`config.mk`:
```
export PLATFORM = sky130hd
export DESIGN_NAME = vec_ff_seq
export DESIGN_NICKNAME = d
export VERILOG_FILES = /design/src/rtl/vec_ff_pkg.sv /design/src/rtl/vec_ff_bit_test.sv /design/src/rtl/vec_ff_decide.sv /design/src/rtl/vec_ff_seq.sv
export SDC_FILE = /design/constraint.sdc
export NUM_CORES = 1
export LEC_CHECK = 0
export CAP_MARGIN = 5
export CORE_MARGIN = 3
export CORE_UTILIZATION = 25
export DETAILED_ROUTE_END_ITERATION = 7
export PLACE_DENSITY = 0.49
export SETUP_SLACK_MARGIN = 0.3
export SLEW_MARGIN = 0
export SYNTH_ARGS = -nofsm -noshare
export SYNTH_HDL_FRONTEND = slang
export SYNTH_SLANG_ARGS = --single-unit
```
`constraint.sdc`:
```
create_clock -name clk -period 2.2 [get_ports clk]
set_input_delay 0.66 -clock clk [delete_from_list [all_inputs] [get_ports clk]]
set_output_delay 0.66 -clock clk [all_outputs]
set_load 0.05 [all_outputs]
```
`src/rtl/vec_ff_pkg.sv`:
```
package vec_ff_pkg;
  typedef enum logic [1:0] {
    MD_PRED  = 2'd0,
    MD_CRFF  = 2'd1,
    MD_MEMFF = 2'd2,
    MD_ALT   = 2'd3
  } ff_mode_e;

  typedef struct packed {
    logic res_we;
    logic cond_we;
    logic zero_we;
    logic stop;
    logic exc;
  } ff_dec_t;
endpackage

```
`src/rtl/vec_ff_bit_test.sv`:
```
module vec_ff_bit_test #(
  parameter int CW = 4
) (
  input  logic [CW-1:0]         cond,
  input  logic [$clog2(CW)-1:0] sel,
  input  logic                  pol,
  output logic                  pass
);
  assign pass = (cond[sel] == pol);
endmodule

```
`src/rtl/vec_ff_decide.sv`:
```
module vec_ff_decide
  import vec_ff_pkg::*;
(
  input  ff_mode_e mode,
  input  logic     active,
  input  logic     pass,
  input  logic     first,
  input  logic     fault,
  input  logic     trunc,
  input  logic     rc,
  input  logic     rc1,
  input  logic     zeroing,
  output ff_dec_t  dec
);
  always_comb begin
    dec = '0;
    if (!active) begin
      dec.zero_we = zeroing;
    end else begin
      unique case (mode)
        MD_CRFF: begin
          if (pass) begin
            dec.res_we  = !rc1;
            dec.cond_we = 1'b1;
          end else begin
            dec.stop = 1'b1;
          end
        end
        MD_MEMFF: begin
          if (fault && first) begin
            dec.exc = 1'b1;
          end else if ((fault || trunc) && !first) begin
            dec.stop = 1'b1;
          end else begin
            dec.res_we  = !rc1;
            dec.cond_we = rc | rc1;
          end
        end
        default: begin
          dec.cond_we = rc | rc1;
          dec.res_we  = pass & !rc1;
          dec.zero_we = zeroing & !pass;
        end
      endcase
    end
  end
endmodule

```
`src/rtl/vec_ff_seq.sv`:
```
module vec_ff_seq
  import vec_ff_pkg::*;
#(
  parameter int MAXVL = 16,
  parameter int CW    = 4,
  localparam int VLW  = $clog2(MAXVL + 1),
  localparam int EW   = $clog2(MAXVL),
  localparam int SW   = $clog2(CW)
) (
  input  logic             clk,
  input  logic             rst_n,
  input  logic             start,
  input  logic [1:0]       cfg_mode,
  input  logic [VLW-1:0]   cfg_vl,
  input  logic [MAXVL-1:0] cfg_mask,
  input  logic [SW-1:0]    cfg_bsel,
  input  logic             cfg_pol,
  input  logic             cfg_rc,
  input  logic             cfg_rc1,
  input  logic             cfg_zero,
  input  logic             in_valid,
  output logic             in_ready,
  input  logic [CW-1:0]    in_cond,
  input  logic             in_fault,
  input  logic             in_trunc,
  output logic             el_valid,
  output logic [VLW-1:0]   el_idx,
  output logic             el_res_we,
  output logic             el_cond_we,
  output logic             el_zero_we,
  output logic             exc,
  output logic             done,
  output logic [VLW-1:0]   new_vl
);
  logic             busy;
  logic [VLW-1:0]   idx;
  logic [VLW-1:0]   vl_q;
  logic [MAXVL-1:0] mask_q;
  ff_mode_e         mode_q;
  logic [SW-1:0]    bsel_q;
  logic             pol_q, rc_q, rc1_q, zero_q;

  logic    pass, accept, last, active;
  ff_dec_t dec;

  assign in_ready = busy;
  assign accept   = busy & in_valid;
  assign last     = (idx == vl_q - VLW'(1));
  assign active   = mask_q[idx[EW-1:0]];

  vec_ff_bit_test #(.CW(CW)) u_test (
    .cond (in_cond),
    .sel  (bsel_q),
    .pol  (pol_q),
    .pass (pass)
  );

  vec_ff_decide u_dec (
    .mode    (mode_q),
    .active  (active),
    .pass    (pass),
    .first   (idx == '0),
    .fault   (in_fault),
    .trunc   (in_trunc),
    .rc      (rc_q),
    .rc1     (rc1_q),
    .zeroing (zero_q),
    .dec     (dec)
  );

  always_ff @(posedge clk) begin
    if (!rst_n) begin
      busy       <= 1'b0;
      idx        <= '0;
      vl_q       <= '0;
      mask_q     <= '0;
      mode_q     <= MD_PRED;
      bsel_q     <= '0;
      pol_q      <= 1'b0;
      rc_q       <= 1'b0;
      rc1_q      <= 1'b0;
      zero_q     <= 1'b0;
      el_valid   <= 1'b0;
      el_idx     <= '0;
      el_res_we  <= 1'b0;
      el_cond_we <= 1'b0;
      el_zero_we <= 1'b0;
      exc        <= 1'b0;
      done       <= 1'b0;
      new_vl     <= '0;
    end else if (start && !busy) begin
      idx        <= '0;
      vl_q       <= cfg_vl;
      mask_q     <= cfg_mask;
      mode_q     <= ff_mode_e'(cfg_mode);
      bsel_q     <= cfg_bsel;
      pol_q      <= cfg_pol;
      rc_q       <= cfg_rc;
      rc1_q      <= cfg_rc1;
      zero_q     <= cfg_zero;
      el_valid   <= 1'b0;
      el_res_we  <= 1'b0;
      el_cond_we <= 1'b0;
      el_zero_we <= 1'b0;
      exc        <= 1'b0;
      busy       <= (cfg_vl != '0);
      done       <= (cfg_vl == '0);
      new_vl     <= '0;
    end else if (accept) begin
      el_valid   <= 1'b1;
      el_idx     <= idx;
      el_res_we  <= dec.res_we;
      el_cond_we <= dec.cond_we;
      el_zero_we <= dec.zero_we;
      exc        <= dec.exc;
      idx        <= idx + VLW'(1);
      if (dec.stop || dec.exc || last) begin
        busy   <= 1'b0;
        done   <= 1'b1;
        new_vl <= dec.stop ? idx : vl_q;
      end
    end else begin
      el_valid   <= 1'b0;
      el_res_we  <= 1'b0;
      el_cond_we <= 1'b0;
      el_zero_we <= 1'b0;
      exc        <= 1'b0;
    end
  end
endmodule

```
Word level (Yosys, flattened, before mapping)
Cells that the tools add are included.

storage, ports and cells
  bits in registers = 51
  bits of input ports = 39
  output and inout bits = 17
  word-level logic and storage cells = 81

cells by class
  add/subtract/negate cells = 2
  order comparisons = 2
  equality and inequality tests = 4
  mux-type cells = 25
  bitwise gates (word level) = 8
  reductions and logical operators = 22

operators by type and width
  kind                                                                          number
  1-bit two-way mux                                                             16
  5-bit logical NOT                                                             2
  2-bit two-way mux                                                             4
  2-bit AND reduction                                                           3
  5-bit by 1-bit adder with 5-bit output, second input constant                 1
  5-bit == test                                                                 1
  4-bit by 5-bit less-than comparator with 1-bit output, second input constant  1
  5-bit two-way mux                                                             1
  5-bit nonzero test                                                            1
  5-bit by 1-bit subtractor with 5-bit output, second input constant            1
  1-bit binary-select mux with 4-bit select                                     1
  1-bit logical NOT                                                             4
  1-bit inverter                                                                4
  2-bit case mux with 2 select lines                                            1
  2-bit nonzero test                                                            2
  2-bit OR reduction                                                            2
  4-bit OR reduction                                                            1
  1-bit bitwise AND                                                             3
  1-bit logical AND                                                             3
  1-bit logical OR                                                              3
  2-bit by 3-bit less-than comparator with 1-bit output, second input constant  1
  3-bit OR reduction                                                            1
  1-bit binary-select mux with 2-bit select                                     1
  2-bit by 1-bit == test with 1-bit output, second input constant               1
  other kinds (4)                                                               4

Depth between registers and ports, before layout
Gate-level depths: netlist of the first run.

  depth in word-level cells = 12
  mapped depth = 10
  mapped depth without buffers = 8

Modules after synthesis
A second synthesis of the first run with hierarchy kept.

unflattened totals
  cell total of the unflattened synthesis = 277
  area, all modules = 2469.9 µm²

by module, submodules not included
  module           instances  cells each  area each (µm²)  sequential area each (µm²)
  vec_ff_seq       1          253         2285.9           1021.0
  vec_ff_decide    1          22          152.6            0.0
  vec_ff_bit_test  1          2           31.3             0.0

Least setup slack after synthesis of the first run
Ideal clock, no wire load.

  kind = reg2reg
  start point = register idx[0]
  end point = register done
  setup time = 122 ps
  data arrival time = 2226 ps
  required time = 2078 ps
  path slack = -147 ps
  stages on the path, launching flop included = 11
  path buffers = 2
  clock period less this slack = 2347 ps
  path through = dfxtp_1 > buf_2 > inv_1 > ha_1 > or4b_4 > a21oi_2 > nand3b_2 > a221oi_2 > or2_1 > buf_6 > o311a_1

on the way
  longest elaborated chain between the ends = 11
  elaborated cells between the ends (all ways) = 17
  those cells by class = eq/ne: 1; mux: 8; reduce/logical: 8

RTL lines
  item                                line                 source
  start: declaration                  vec_ff_seq.sv:36     logic [VLW-1:0] idx;
  start signal: assignment            vec_ff_seq.sv:116    idx <= idx + VLW'(1);
  5-bit logical NOT                   vec_ff_seq.sv:62     .first (idx == '0),
  1-bit logical NOT                   vec_ff_decide.sv:32  end else if ((fault || trunc) && !first) begin
  1-bit logical AND                   vec_ff_decide.sv:32
  1-bit two-way mux                   vec_ff_decide.sv:32
  1-bit two-way mux                   vec_ff_decide.sv:30  if (fault && first) begin
  1-bit case mux with 2 select lines  vec_ff_decide.sv:20  unique case (mode)
  2-bit two-way mux                   vec_ff_decide.sv:17  if (!active) begin
  1-bit logical OR                    vec_ff_seq.sv:117    if (dec.stop || dec.exc || last) begin
  1-bit logical OR (*)                vec_ff_seq.sv:117
  2-bit nonzero test (no line) (*)    -
  2-bit AND reduction (no line) (*)   -
  end signal: assignment              vec_ff_seq.sv:107    done <= (cfg_vl == '0);
  end: declaration                    vec_ff_seq.sv:32     output logic done,

Mark *: on every way between the ends. The rest lies on a longest branch, timed or not. The select of a mux whose other input is x is not followed.
A chain may end at the register's enable or synchronous reset.

Worst setup path after layout of the first run
  start point = register idx[1]
  end point = register done

Same word-level chain as after synthesis.

==> implementation parameters, run 1 <==
Parameter                              Value

Run status
  Status    completed

Global routing
  Total grt overflow    0
  Global-route usage over all layers    0.116
  Wire length of the first global-routing pass    10500 um
  Initial antenna violation count    0
  Largest net degree at the start of global routing    25
  Vias in the first global route    2199

Min path
  Worst min-delay path class    reg2reg
  Min-delay src    zero_q$_SDFFE_PN0P_

CTS
  Count of hold buffers inserted by post-cts repair    0
  # clock sinks    51
  Level count of the clock H-tree    2
  Clock-pin slew on the worst setup and hold paths    0.10 ns
  Clock root buffer master    sky130_fd_sc_hd__clkbuf_8
  Skew-Pair Late Insertion Delay    0.30 ns
  Bufs on Longest Clock Path    2
  Number of buffers created by CTS    5
  TritonCTS clock tree    done

Drt
  # DRC    0
  Initial detailed-routing violation count    44
  Number of detailed-routing iterations run before antenna repair    4
  Avg WL per Cell    12.5 um
  Vias after detailed routing    2173
  Post-Route WL    6220 um
  Number of antenna-violating nets in the routed design    0
  Drt via density    4.38

STA
  Final number of hold-violating endpoints    0
  Setup repair after global routing missed its margin    yes
  Shortest clock period the worst path allows after layout    2.09 ns
  Final WS setup    0.109 ns
  Number of max-slew violations in the final report    0
  Setup total negative slack    0 ns
  Post-route clock period utilization    0.950
  Final setup violation count    0
  Worst Tran Pin Value    0.488 ns
  Max Clock Freq    0.478 GHz
  Max Clock Skew    0.00762 ns
  Worst slew margin relative to its limit    0.676

Setup path
  Delay of the slowest critical-path stage    0.50 ns
  Critical path origin    idx[1]$_SDFFE_PP0P_
  RR Startpoint    idx[1]$_SDFFE_PP0P_
  Worst setup SP type    register
  Category of the most critical setup path    reg2reg
  Arrival time reported for the critical path endpoint    2.29 ns
  Register-to-Register Setup Slack    0.11 ns
  Worst Path Required    2.40 ns
  Setup crit end kind    register
  Critical Path Fanout Max    6
  Critical path's slowest cell    sky130_fd_sc_hd__or4b_4
  Series of cell instances along the critical path    inv_1 -> ha_1 -> or4b_4 -> a21oi_4 -> nand3b_4 -> a221oi_4 -> or2_4 -> o311a_1

Placement
  Half-perimeter wire length of the detailed placement result    4680 um
  Post-Place Setup Slack    -0.569 ns
  Final weighted congestion of routability-driven global placement    0.808
  Count of input and output buffers    55

Die
  Floorplan core area    9330 um2
  Horizontal die dimension    105 um
  Die boundary height    105 um
  Initial cell density of the core    0.261
  Die Outline Area    10900 um2
  Boundary pin count    56
  Number of rows in the core area    35

Synth
  Synthesized area per cell    8.53 um2
  Total of flip-flops plus latches after synthesis    51
  Post-Synthesis Cell Area    2430 um2
  Gate Count Post-Synth    285
  Primary FF master, synth    sky130_fd_sc_hd__dfxtp_1
  Yosys synthesis warning count    0
  Synth cell types    42
  Fraction of the yosys area taken by sequential cells    0.420
  Nets in the synthesized netlist    329
  Share of flip-flops with an asynchronous set or reset after synthesis    0
  Number of enable-type register cells in the synthesized netlist    0

Final layout
  Final net count    410
  Post-Route Utilization    0.376
  Area added between synthesis and finish    44.2%
  Commonest non-fill, non-tap cells in the layout    sky130_fd_sc_hd__nand2_1 (84), sky130_fd_sc_hd__dfxtp_1 (49), sky130_fd_sc_hd__buf_4 (45), sky130_fd_sc_hd__a21boi_0 (34), sky130_fd_sc_hd__clkdlybuf4s50_1 (34)
  Ratio of cells with drive above 1 in the final layout    0.218
  Leading cell type in the layout, fill and taps excluded    sky130_fd_sc_hd__nand2_1
  Inserted Diodes    0

Power
  Static Leakage    1.40 nW
  Sum of internal, switching and leakage power    0.00211 W
  Pwr per Cell Area    602 nW/um2
  Max rail drop VDD    270 uV

Job
  Maximum capacitance violations    0
-- routing by layer --
layer,wire (um),global-route usage,up-vias
li1,-,-,1124
met4,37,0.0309,0
met3,229,0.0284,2
met2,2900,0.189,33
met5,0,0,-
met1,3050,0.155,1014
-- report_power, final --
part | internal, W | switching, W | total (W)
Clock | 0.000454 | 0.000329 | 0.000783
Sequential | 0.000960 | 0.0000268 | 0.000986
Combinational | 0.000178 | 0.000163 | 0.000342
Total | 0.00159 | 0.000519 | 0.00211
-- flip-flops by register name (all words and copies together) (netlist names), 2 cells and up --
| register | cells |
|---|---|
| mode_q | 2 |
| bsel_q | 2 |
| mask_q | 16 |
| el_idx | 5 |
| idx | 5 |
| new_vl | 5 |
| vl_q | 5 |
-- final timing paths --
kind | endpoint | depth (start not counted)
worst max-delay path | done$_SDFFE_PN0P_ | 8
worst max register to register | done$_SDFFE_PN0P_ | 8
worst min register to register | el_zero_we$_SDFF_PP0_ | 2
worst min-delay path | el_zero_we$_SDFF_PP0_ | 2
-- area by class of cell --
type                    count  area [um2]
fillers                   979        5820
multi-input cells         210        1380
flip-flops and latches     51        1030
repair buffers             91         773
well taps                 129         161
clock buffers               5        68.8
clock inverters             3        67.6
inverters                   7        28.8
-- Yosys cell counts, types with 2 or more instances --
cell | n | share of area
sky130_fd_sc_hd__nor2b_1 | 6 | 0.015
sky130_fd_sc_hd__mux4_2 | 3 | 0.028
sky130_fd_sc_hd__dfxtp_1 | 51 | 0.42
sky130_fd_sc_hd__clkbuf_1 | 13 | 0.020
sky130_fd_sc_hd__a21boi_0 | 34 | 0.10
sky130_fd_sc_hd__buf_2 | 2 | 0.0041
sky130_fd_sc_hd__nand4_1 | 3 | 0.0077
sky130_fd_sc_hd__o31ai_1 | 4 | 0.012
sky130_fd_sc_hd__nor3_1 | 2 | 0.0041
sky130_fd_sc_hd__a21oi_1 | 12 | 0.025
sky130_fd_sc_hd__or3_1 | 2 | 0.0051
sky130_fd_sc_hd__ha_1 | 5 | 0.026
sky130_fd_sc_hd__xnor2_1 | 4 | 0.014
sky130_fd_sc_hd__xor2_1 | 6 | 0.022
sky130_fd_sc_hd__inv_1 | 7 | 0.011
sky130_fd_sc_hd__nor2_1 | 11 | 0.017
sky130_fd_sc_hd__nand2_1 | 85 | 0.13
sky130_fd_sc_hd__mux2i_1 | 8 | 0.033
sky130_fd_sc_hd__buf_6 | 2 | 0.0093
sky130_fd_sc_hd__o21ai_0 | 3 | 0.0062
-- cell families after synthesis --
logic type | after synthesis | synth area share
multiplexers | 12 | 0.0653
XOR/XNOR | 10 | 0.0360
AO/OA/AOI/OAI | 65 | 0.198
buffers and inverters | 24 | 0.0442
flip-flops | 51 | 0.420
AND/OR/NAND/NOR | 118 | 0.211
adder cells (fa/ha/maj) | 5 | 0.0257
-- per-stage QoR --
stage | std cells | hold slack (ns) | cell area, um2
6_report | 496 | 0.450 | 3510
3_3_place_gp | 480 | 0.432 | 3260
4_1_cts | 494 | 0.447 | 3440
2_1_floorplan | 285 | 0.412 | 2440
3_5_place_dp | 480 | 0.435 | 3260
5_1_grt | 496 | 0.459 | 3510
-- worst max-delay path, delay by kind of cell, from the launching register on --
family                   cells  cell delay [ns]
buffers and inverters        1             0.05
adder cells (fa/ha/maj)      1             0.13
AND/OR/NAND/NOR              3             0.94
flip-flops                   1             0.37
AO/OA/AOI/OAI                3             0.50
-- what timing repair did --
action,in CTS,in global routing
pin swaps,5,8
buffers inserted,6,2
gates resized for setup,26,10
endpoints found under the hold margin,0,0
endpoints found under the setup margin,16,8
(Power assumes the default switching activity.)
==> run 2: changes to the inputs <==
Settings changed: CTS_CLUSTER_SIZE set to 8.
==> results of run 2 <==
Final layout, timing and power as in run 1 (identical DEF).
==> run 3: changes to the inputs <==
Settings changed: CTS_BUF_LIST set to sky130_fd_sc_hd__clkbuf_16, PLACE_DENSITY 0.49 to 0.44.
==> implementation parameters, run 3 (synthesis gave the netlist of run 1 again) <==
Parameter                              Value

Setup path
  Worst Path Required    2.37 ns
  Category of the most critical setup path    reg2reg
  Worst setup SP type    register
  Arrival time reported for the critical path endpoint    2.24 ns
  Setup crit end kind    register
  Critical Path Fanout Max    4

STA
  Final number of hold-violating endpoints    0
  Shortest clock period the worst path allows after layout    2.07 ns
  Max Clock Freq    0.483 GHz
  Max Clock Skew    0.00338 ns
  Number of max-slew violations in the final report    0
  Worst slew margin relative to its limit    0.673
  Worst Tran Pin Value    0.492 ns
  Setup repair after global routing missed its margin    yes
  Final WS setup    0.130 ns
  Final setup violation count    0
  Post-route clock period utilization    0.941

Final layout
  Final net count    413
  Fillcell total    961
  Inserted Diodes    0
  Commonest non-fill, non-tap cells in the layout    sky130_fd_sc_hd__nand2_1 (82), sky130_fd_sc_hd__dfxtp_1 (49), sky130_fd_sc_hd__buf_4 (43), sky130_fd_sc_hd__a21boi_0 (34), sky130_fd_sc_hd__clkdlybuf4s50_1 (34)
  Area added between synthesis and finish    48.7%
  Filler-free cell count of the finished design    499
  Number of flip-flops in the largest register    16
  Ratio of cells with drive above 1 in the final layout    0.241
  Area used by sequential logic in the layout    1030 um2
  Area of all placed cells without fillers    3620 um2
  Leading cell type in the layout, fill and taps excluded    sky130_fd_sc_hd__nand2_1
  Multi-input gate area in the final layout    1420 um2
  Top register by number of flip-flops    mask_q

CTS
  Clock root buffer master    sky130_fd_sc_hd__clkbuf_16
  Clock-pin slew on the worst setup and hold paths    0.07 ns
  Bufs on Longest Clock Path    2
  TritonCTS clock tree    done
  # clock sinks    51
  Number of buffers created by CTS    5
  Level count of the clock H-tree    2
  Skew-Pair Late Insertion Delay    0.29 ns

Power
  Clock network power share    0.360
  Max rail drop VDD    272 uV
  Net switching power    0.000535 W
  Register share of total power    0.471
  Pwr per Cell Area    580 nW/um2
  Static Leakage    1.45 nW
  Net Sw Frac    0.255
  Relative contribution of combinational cells to total power    0.169
  Internal Pwr Total    0.00156 W

Placement
  Final weighted congestion of routability-driven global placement    0.759
  Half-perimeter wire length of the detailed placement result    4760 um
  Count of input and output buffers    55
  Placed standard-cell area    3310 um2
  # placed instances    485
  Post-Place Setup Slack    -0.525 ns

Die
  Horizontal die dimension    105 um
  Floorplan core area    9330 um2
  Initial cell density of the core    0.261
  Boundary pin count    56
  Die boundary height    105 um
  Number of rows in the core area    35
  Die Outline Area    10900 um2

Drt
  Vias after detailed routing    2174
  # DRC    0
  Number of detailed-routing iterations run before antenna repair    4
  Post-Route WL    6270 um
  Drt via density    4.36
  Avg WL per Cell    12.6 um
  Initial detailed-routing violation count    41
  Number of antenna-violating nets in the routed design    0

Global routing
  Vias in the first global route    2037
  Total grt overflow    0
  Largest net degree at the start of global routing    27
  Wire length of the first global-routing pass    10200 um
  Global-route usage over all layers    0.116
  Initial antenna violation count    0

Run status
  Status    completed

Min path
  Worst min-delay path class    reg2reg

Job
  Maximum capacitance violations    0
## run 3: final cells by class
class,instances,area share
Clock buffer,5,0.0346
Clock inverter,3,0.00415
Inverter,7,0.00796
Multi-Input combinational cell,210,0.392
Sequential cell,51,0.284
Tap cell,129,0.0446
Timing Repair Buffer,94,0.233
## run 3: layer usage
layer  wire length (um)  track usage  vias to the layer above
li1                   -            -                     1130
met4                 85       0.0337                        0
met5                  0            0                        -
met1               3090        0.157                      994
met3                252       0.0266                        7
met2               2850        0.183                       43
## run 3: worst max-delay path, stage by stage, from the launching register on
cell and delay (ns):
sky130_fd_sc_hd__dfxtp_4 0.37, sky130_fd_sc_hd__buf_12 0.13, sky130_fd_sc_hd__mux4_2 0.33, sky130_fd_sc_hd__nor2_2 0.03, sky130_fd_sc_hd__nand4b_1 0.29, sky130_fd_sc_hd__buf_4 0.24, sky130_fd_sc_hd__a21oi_2 0.13, sky130_fd_sc_hd__buf_6 0.14
sky130_fd_sc_hd__mux2i_2 0.22, sky130_fd_sc_hd__a21oi_2 0.07
## run 3: metrics by stage
step | util | total power, W | TNS (ns) | hold slack [ns]
after global routing | 0.388 | 0.00220 | 0 | 0.485
after detailed placement | 0.355 | 0.00135 | -3.37 | 0.442
after global placement | 0.355 | 0.00135 | -3.10 | 0.440
final | 0.388 | 0.00210 | 0 | 0.448
after CTS | 0.382 | 0.00213 | 0 | 0.451
after floorplan | - | 0.00118 | -0.150 | 0.412
## run 3: worst paths after layout
| kind | from | end | slack [ns] | depth (start not counted) |
|---|---|---|---|---|
| worst min register to register | zero_q$_SDFFE_PN0P_ | el_zero_we$_SDFF_PP0_ | 0.45 | 2 |
| worst min-delay path | zero_q$_SDFFE_PN0P_ | el_zero_we$_SDFF_PP0_ | 0.45 | 2 |
| worst max register to register | idx[1]$_SDFFE_PP0P_ | new_vl[1]$_SDFFE_PP0P_ | 0.13 | 9 |
| worst max-delay path | idx[1]$_SDFFE_PP0P_ | new_vl[1]$_SDFFE_PP0P_ | 0.13 | 9 |
## run 3: power by group through the flow
stage / Sequential [W] / Clock, W / Combinational [W]
floorplan: 0.00102 / 0 / 0.000159
global route: 0.000992 / 0.000816 / 0.000391
finish: 0.000988 / 0.000755 / 0.000353
CTS: 0.000988 / 0.000791 / 0.000350
detailed placement: 0.00101 / 0 / 0.000338
global placement: 0.00101 / 0 / 0.000339
## run 3: what timing repair did
action	in CTS	in global routing
setup endpoints to repair	18	11
endpoints found under the hold margin	0	0
buffers inserted	6	0
pin swaps	9	5
hold buffers	0	0
gates resized for setup	38	11
gates cloned	0	0
